File: src/rtl/ts_cap_pkg.sv
package ts_cap_pkg;
    localparam int NDIR    = 2;
    localparam int DIR_RX  = 0;
    localparam int DIR_TX  = 1;
    localparam int REG_W   = 32;
    localparam int SEQ_W   = 16;
    localparam int VLD_BIT = 16;
    localparam int TS_W    = 64;
    localparam int SEL_W   = 2;
    localparam int ADDR_W  = $clog2(NDIR) + SEL_W;

    typedef enum logic {
        SLOT_EMPTY = 1'b0,
        SLOT_HELD  = 1'b1
    } slot_state_e;

    typedef enum logic [SEL_W-1:0] {
        REG_STATUS = 2'd0,
        REG_TS_LO  = 2'd1,
        REG_TS_HI  = 2'd2,
        REG_NONE   = 2'd3
    } reg_sel_e;
endpackage

File: src/rtl/ts_cap_slot.sv
module ts_cap_slot
    import ts_cap_pkg::*;
#(
    parameter int P_TS_W  = TS_W,
    parameter int P_SEQ_W = SEQ_W
) (
    input  logic               clk,
    input  logic               rst_n,
    input  logic               en_i,
    input  logic               evt_i,
    input  logic [P_SEQ_W-1:0] seq_i,
    input  logic [P_TS_W-1:0]  time_i,
    input  logic               release_i,
    input  logic               flush_i,
    output logic               valid_o,
    output logic [P_SEQ_W-1:0] seq_o,
    output logic [P_TS_W-1:0]  ts_o
);
    slot_state_e state_q, state_d;
    logic        drop;
    logic        take;
    logic        free;

    assign drop = release_i | flush_i;

    always_comb begin
        state_d = state_q;
        unique case (state_q)
            SLOT_EMPTY: if (!drop && evt_i && en_i) state_d = SLOT_HELD;  // T_CAPTURE
            SLOT_HELD:  if (drop)                   state_d = SLOT_EMPTY; // T_RELEASE / T_FLUSH
            default:                                state_d = SLOT_EMPTY;
        endcase
    end

    always_ff @(posedge clk or negedge rst_n) begin
        if (!rst_n) state_q <= SLOT_EMPTY;
        else        state_q <= state_d;
    end

    assign take = (state_q == SLOT_EMPTY) && (state_d == SLOT_HELD);
    assign free = (state_q == SLOT_HELD)  && (state_d == SLOT_EMPTY);

    always_ff @(posedge clk or negedge rst_n) begin
        if (!rst_n) begin
            ts_o  <= '0;
            seq_o <= '0;
        end else if (take) begin
            ts_o  <= time_i;
            seq_o <= seq_i;
        end else if (free) begin
            ts_o  <= '0;
            seq_o <= '0;
        end
    end

    assign valid_o = (state_q == SLOT_HELD);
endmodule

File: src/rtl/ts_cap_regif.sv
module ts_cap_regif
    import ts_cap_pkg::*;
#(
    parameter int P_NDIR  = NDIR,
    parameter int P_TS_W  = TS_W,
    parameter int P_SEQ_W = SEQ_W,
    parameter int P_REG_W = REG_W,
    parameter int P_VBIT  = VLD_BIT
) (
    input  logic                            host_we,
    input  logic [ADDR_W-1:0]               host_addr,
    input  logic [P_REG_W-1:0]              host_wdata,
    input  logic [P_NDIR-1:0]               valid_i,
    input  logic [P_NDIR-1:0][P_SEQ_W-1:0]  seq_i,
    input  logic [P_NDIR-1:0][P_TS_W-1:0]   ts_i,
    output logic [P_NDIR-1:0]               release_o,
    output logic [P_REG_W-1:0]              host_rdata
);
    localparam int DIR_W = ADDR_W - SEL_W;

    logic [DIR_W-1:0] dir;
    reg_sel_e         sel;

    assign dir = host_addr[ADDR_W-1:SEL_W];
    assign sel = reg_sel_e'(host_addr[SEL_W-1:0]);

    for (genvar d = 0; d < P_NDIR; d++) begin : g_rel
        assign release_o[d] = host_we && (dir == DIR_W'(d)) &&
                              (sel == REG_STATUS) && host_wdata[P_VBIT];
    end

    always_comb begin
        host_rdata = '0;
        unique case (sel)
            REG_STATUS: begin
                host_rdata[P_SEQ_W-1:0] = seq_i[dir];
                host_rdata[P_VBIT]      = valid_i[dir];
            end
            REG_TS_LO:  host_rdata = ts_i[dir][P_REG_W-1:0];
            REG_TS_HI:  host_rdata = ts_i[dir][2*P_REG_W-1:P_REG_W];
            REG_NONE:   host_rdata = '0;
            default:    host_rdata = '0;
        endcase
    end
endmodule

File: src/rtl/ts_capture_latch.sv
module ts_capture_latch
    import ts_cap_pkg::*;
(
    input  logic              clk,
    input  logic              rst_n,
    input  logic [TS_W-1:0]   time_now,
    input  logic              rx_evt,
    input  logic [SEQ_W-1:0]  rx_seq,
    input  logic              rx_en,
    input  logic              tx_evt,
    input  logic [SEQ_W-1:0]  tx_seq,
    input  logic              tx_en,
    input  logic              cfg_flush,
    input  logic              host_we,
    input  logic [ADDR_W-1:0] host_addr,
    input  logic [REG_W-1:0]  host_wdata,
    output logic [REG_W-1:0]  host_rdata
);
    logic [NDIR-1:0]             evt_v;
    logic [NDIR-1:0]             en_v;
    logic [NDIR-1:0][SEQ_W-1:0]  seq_v;
    logic [NDIR-1:0]             slot_vld;
    logic [NDIR-1:0]             slot_rel;
    logic [NDIR-1:0][SEQ_W-1:0]  slot_seq;
    logic [NDIR-1:0][TS_W-1:0]   slot_ts;

    assign evt_v[DIR_RX] = rx_evt;
    assign evt_v[DIR_TX] = tx_evt;
    assign en_v[DIR_RX]  = rx_en;
    assign en_v[DIR_TX]  = tx_en;
    assign seq_v[DIR_RX] = rx_seq;
    assign seq_v[DIR_TX] = tx_seq;

    for (genvar d = 0; d < NDIR; d++) begin : g_slot
        ts_cap_slot #(.P_TS_W(TS_W), .P_SEQ_W(SEQ_W)) u_slot (
            .clk       (clk),
            .rst_n     (rst_n),
            .en_i      (en_v[d]),
            .evt_i     (evt_v[d]),
            .seq_i     (seq_v[d]),
            .time_i    (time_now),
            .release_i (slot_rel[d]),
            .flush_i   (cfg_flush),
            .valid_o   (slot_vld[d]),
            .seq_o     (slot_seq[d]),
            .ts_o      (slot_ts[d])
        );
    end

    ts_cap_regif #(
        .P_NDIR (NDIR),
        .P_TS_W (TS_W),
        .P_SEQ_W(SEQ_W),
        .P_REG_W(REG_W),
        .P_VBIT (VLD_BIT)
    ) u_regif (
        .host_we   (host_we),
        .host_addr (host_addr),
        .host_wdata(host_wdata),
        .valid_i   (slot_vld),
        .seq_i     (slot_seq),
        .ts_i      (slot_ts),
        .release_o (slot_rel),
        .host_rdata(host_rdata)
    );
endmodule

File: config.mk
export PLATFORM = sky130hd
export DESIGN_NAME = ts_capture_latch
export DESIGN_NICKNAME = d
export VERILOG_FILES = /design/src/rtl/ts_cap_pkg.sv /design/src/rtl/ts_cap_slot.sv /design/src/rtl/ts_cap_regif.sv /design/src/rtl/ts_capture_latch.sv
export SDC_FILE = /design/constraint.sdc
export NUM_CORES = 1
export LEC_CHECK = 0
export ABC_AREA = 1
export BUFFER_PORTS_ARGS = -buffer_cell sky130_fd_sc_hd__buf_2
export CAP_MARGIN = 20
export CORE_AREA = 4 4 147 149
export DETAILED_ROUTE_END_ITERATION = 7
export DIE_AREA = 0 0 151 153
export SLEW_MARGIN = 20
export SYNTH_ARGS = -nofsm -noshare
export SYNTH_HDL_FRONTEND = slang
export SYNTH_SLANG_ARGS = --single-unit
File: constraint.sdc
create_clock -name clk -period 2.2 [get_ports clk]
set_input_delay 0.11 -clock clk [delete_from_list [all_inputs] [get_ports clk]]
set_output_delay 0.11 -clock clk [all_outputs]
set_load 0.1 [all_outputs]
# Word-level counts from Yosys, hierarchy flattened
# Cells that the tools add are included.
dict set report totals {
  register_bits 162
  input_bits 139
  out_inout_bits 32
}
dict set report op_classes {
  magnitude_cmp 1
  n_eq_ne 3
  n_mux 22
  bitwise_logic 7
  reduce_logical 19
}
# cell n
set ops {}
lappend ops {{2-to-1 mux 64 bit} 6}
lappend ops {{2-to-1 mux 16 bit} 6}
lappend ops {{case mux 17 bit (4 select lines)} 1}
lappend ops {{case mux 15 bit (2 select lines)} 1}
lappend ops {{logical AND 1 bit} 14}
lappend ops {{2-to-1 mux 1 bit} 6}
lappend ops {{NOT 1 bit} 5}
lappend ops {{equality test 2 bit, second input constant} 2}
lappend ops {{case mux 1 bit (2 select lines)} 2}
lappend ops {{nonzero test 2 bit} 2}
lappend ops {{equality test 2 x 1 -> 1 bit, second input constant} 1}
lappend ops {{zero test 1 bit} 2}
lappend ops {{zero test 2 bit} 1}
lappend ops {{< comparator 1 x 2 -> 1 bit, second input constant} 1}
lappend ops {{OR 1 bit} 2}

# Longest topological paths before layout
dict set report logic_depth {
  ltp_word 14
  depth_mapped 12
  depth_no_buf 9
}

# Modules after synthesis
# From an unflattened synthesis, not the netlist that was laid out.
dict set report hier_totals {
  hier_cells 1173
  area_unflattened_um2 9631.7
}
# module instances cells_per_inst area_each_um2 seq_area_each_um2
set modules_own_cells {}
lappend modules_own_cells {ts_cap_slot 2 355 3816.2 2026.9}
lappend modules_own_cells {ts_cap_regif 1 463 1999.4 0.0}

# Worst setup path before layout
# OpenSTA, ideal clock, no wires.
dict set report synth_timing {
  kind {input -> output}
  startpoint {input host_addr[0]}
  endpoint {output host_rdata[26]}
  arrival_time_ns 2.282
  t_required_ns 2.090
  path_slack_ns -0.192
  cell_stages 5
  path_buffers 1
  path_cell_list {inv_1 ha_1 clkbuf_1 nand3_1 a21oi_1}
}
dict set report synth_via {
  elab_chain_len 2
  elab_cells_between_ends 3
}
# item line
set synth_rtl {}
lappend synth_rtl {{from (decl)} ts_capture_latch.sv:15} ;# input logic [ADDR_W-1:0] host_addr,
lappend synth_rtl {{equality test 2 bit / equality test 2 x 1 -> 1 bit (equally long branches)} ts_cap_regif.sv:34} ;# unique case (sel)
lappend synth_rtl {{case mux 15 bit (2 select lines) (*)} ts_cap_regif.sv:34}
lappend synth_rtl {{to (decl)} ts_capture_latch.sv:17} ;# output logic [REG_W-1:0] host_rdata
# Mark *: on every way between the ends. The rest lies on a longest branch, timed or not.

# Worst setup path after layout
dict set report layout_timing {
  startpoint {register g_slot[0].u_slot.state_q}
  endpoint {register g_slot[0].u_slot.ts_o[20]}
}
dict set report layout_via {
  elab_chain_len 5
  elab_cells_between_ends 7
}
# item line
set layout_rtl {}
lappend layout_rtl {{from (decl)} ts_cap_slot.sv:19} ;# slot_state_e state_q, state_d;
lappend layout_rtl {{from (signal assigned)} ts_cap_slot.sv:37} ;# else state_q <= state_d;
lappend layout_rtl {{NOT 1 bit} ts_cap_slot.sv:28} ;# unique case (state_q)
lappend layout_rtl {{case mux 1 bit (2 select lines) (*)} ts_cap_slot.sv:28}
lappend layout_rtl {{net g_slot[0].u_slot.state_d} ts_cap_slot.sv:19}
lappend layout_rtl {{NOT 1 bit} ts_cap_slot.sv:41} ;# assign free = (state_q == SLOT_HELD) && (state_d == SLOT_EMPTY);
lappend layout_rtl {{logical AND 1 bit} ts_cap_slot.sv:41}
lappend layout_rtl {{nonzero test 2 bit (no line)} -}
lappend layout_rtl {{to (signal assigned)} ts_cap_slot.sv:48} ;# ts_o <= time_i;
lappend layout_rtl {{to (decl)} ts_cap_slot.sv:17} ;# output logic [P_TS_W-1:0] ts_o
# Mark *: on every way through the listed nets, which the timed path passes. The rest lies on a longest branch.
# A chain may end at the register's enable or synchronous reset.

==> results.py <==
metrics = {
    "run_status": {
        "status": "complete, no violations",
    },
    "floorplanning": {
        "core-area_um2": 20170,
        "io_pins": 171,
        "std_cell_rows": 52,
        "dieArea_um2": 23100,
        "initial_core_util": 0.3980,
        "die_w_um": 151,
        "die_h_um": 153,
    },
    "yosys": {
        "synth_area_um2": 8028,
        "synth_cell_types": 16,
        "yosysWarnings": 0,
        "synth_fp_nets": 1182,
        "ys_seq_elements": 162,
        "syn_inst": 1037,
        "yosysSeqAreaShare": 0.5050,
        "avgSynthCellArea_um2": 7.741,
    },
    "cells_and_area": {
        "multi_input_area_um2": 3047,
        "finish.instance_area_um2": 11050,
        "area_growth_pct": 37.69,
        "regArea_um2": 4054,
        "fillers": 1888,
        "post-route-util": 0.5480,
        "fin_nets": 1378,
        "drive_gt1_frac": 0.1645,
    },
    "global_route": {
        "grt_max_degree": 99,
        "grt_pass1_wl_mm": 40.18,
        "grt_antenna_before_repair": 1,
        "gr-total-overflow": 0,
        "gr-usage-all-layers": 0.2180,
        "grt_pass1_vias": 7588,
    },
    "place": {
        "portBuffers": 139,
        "placed_cell_area_um2": 9494,
        "place_congestion": 0.7739,
        "dp_hpwl_mm": 15.28,
    },
    "critical_path": {
        "crit_path_max_fanout": 90,
        "crit_type": "flip-flop to flip-flop",
        "cp-start-kind": "flip-flop",
        "cp.required_ns": 2.54,
        "critical_path_arrival_ns": 2.26,
        "end_kind": "flip-flop",
    },
    "sta": {
        "slew_violations": 0,
        "skew_ns": 0.008653,
        "finalHoldViolations": 0,
        "slew_headroom": 0.6588,
        "rsz0062_at_grt": "no",
        "finalSetupViolCount": 0,
        "max_freq_ghz": 0.5215,
        "worst_pin_slew_ns": 0.5117,
        "period_share": 0.8717,
        "finalCriticalPeriod_ns": 1.918,
    },
    "clock_network": {
        "cts_buffers": 17,
        "cts_max_level": 4,
        "cts.clk_slew.worst_paths_ns": 0.08,
        "cts.repair.resized": 0,
        "cts_tree": "built",
        "cts-root-buf": "clkbuf_16",
        "clk_latency_ns": 0.44,
        "post_cts_buffers": 0,
        "cts_buffer_depth": 2,
        "cts_num_sinks": 162,
    },
    "detailed_routing": {
        "drcViolationCount": 0,
        "avgViaCountPerCell": 5.003,
        "ant_nets": 0,
        "routed_wl_mm": 24.62,
        "firstDrtPassIters": 5,
        "wl_per_cell_um": 16.23,
        "num_vias": 7590,
        "drt_iter0_markers": 538,
    },
    "worst_hold_path": {
        "hold_class": "primary input to asynchronous set/reset pin",
    },
    "power_and_ir_drop": {
        "peakVddDrop_mv": 0.5694,
        "powerDensity_nw_per_um2": 740.4,
        "power_leakage_nw": 5.285,
    },
    "flow_run": {
        "drv_cap": 0,
    },
}
==> path summary, 6_finish.rpt <==
check                                            from                          to  slack, ns  cells past startpoint
max                          g_slot[0].u_slot.valid_o   g_slot[0].u_slot.ts_o[20]       0.28                      7
min                                             rst_n   g_slot[1].u_slot.ts_o[55]       0.05                      2
max reg2reg                  g_slot[0].u_slot.valid_o   g_slot[0].u_slot.ts_o[20]       0.28                      7
min reg2reg                g_slot[0].u_slot.seq_o[13]  g_slot[0].u_slot.seq_o[13]       0.47                      2
max in group asynchronous                       rst_n   g_slot[0].u_slot.ts_o[42]       1.40                      3
min in group clk                               tx_evt    g_slot[1].u_slot.valid_o       0.07                      3
==> synth_stat cells, drive strengths merged <==
library cell    n  share of area
inv           153          0.072
ha              6         0.0094
clkinv          1        0.00047
o21ai         161           0.10
buf            47          0.035
nand3         224           0.14
nor3            4         0.0025
nand2         212          0.099
a21oi          34          0.021
clkbuf         33          0.016
dfrtp         162           0.50
==> critical path, stage by stage, from the launching register on <==
cell and delay, ns:
dfrtp_1 0.39, a21oi_1 0.07, nor3_1 0.43, ha_4 0.29, inv_4 0.07, buf_12 0.30
nand3_1 0.10, o21ai_0 0.11
==> sequential cells by signal, summed over array words and instances, names as in the netlist <==
name / cells
g_slot.u_slot.valid_o: 2
g_slot.u_slot.ts_o: 128
g_slot.u_slot.seq_o: 32
==> cells by family after synthesis <==
family | share of synthesized area
adders and majority gates | 0.009351
and+or+nand+nor | 0.2413
buffers and inverters | 0.1228
DFF | 0.5050
AOI/OAI and AO/OA | 0.1216
==> placed cells by master (no fill, tap or decap), drive strengths merged <==
master       count
a21oi           34
nand3          224
diode            1
clkinvlp         1
inv            164
nor3             4
nand2          212
clkbuf          18
o21ai          161
dfrtp          162
clkinv           3
buf            159
dlygate4sd3     98
ha               6
==> area by class of cell <==
type | instances | area share
multi-input cells | 641 | 0.2756
flip-flops and latches | 162 | 0.3668
inverters | 154 | 0.05275
repair buffers | 257 | 0.2220
diodes | 1 | 0.0002264
clock inverters | 14 | 0.01234
clock buffers | 18 | 0.03973
well taps | 270 | 0.03056
==> stage by stage <==
stage          setup TNS (ns)  hold WS (ns)  instances  power, mW  setup WS, ns
3_5_place_dp                0      -0.04826       1386      5.149        0.1373
2_1_floorplan          -1.097       -0.1856       1037      4.471       -0.1828
5_1_grt                     0       0.05924       1517      8.567        0.1075
6_report                    0       0.05449       1517      8.184        0.2823
3_3_place_gp                0      -0.04825       1386      5.122        0.2278
4_1_cts                     0       0.04529       1516      8.228        0.2929
==> timing repair <==
action / 4_1_cts / 5_1_grt
hold endpoints to repair: 324 / 0
hold buffers: 98 / 0
endpoints found under the setup margin: 0 / 0
==> routing by layer <==
layer | GRT usage | share of wire | vias up
li1 | - | - | 3719
met1 | 0.3102 | 0.46 | 3622
met2 | 0.3426 | 0.47 | 219
met3 | 0.03524 | 0.048 | 30
met4 | 0.06563 | 0.021 | 0
met5 | 0 | 0 | -
==> report_power, final <==
group,total [mW],leakage (nW),switching (mW),internal (mW)
sequential,3.33,2.21,0.0798,3.25
clock,2.95,0.284,1.41,1.54
combinational,1.90,2.79,1.24,0.664
Power figures use the tool's default switching activity.
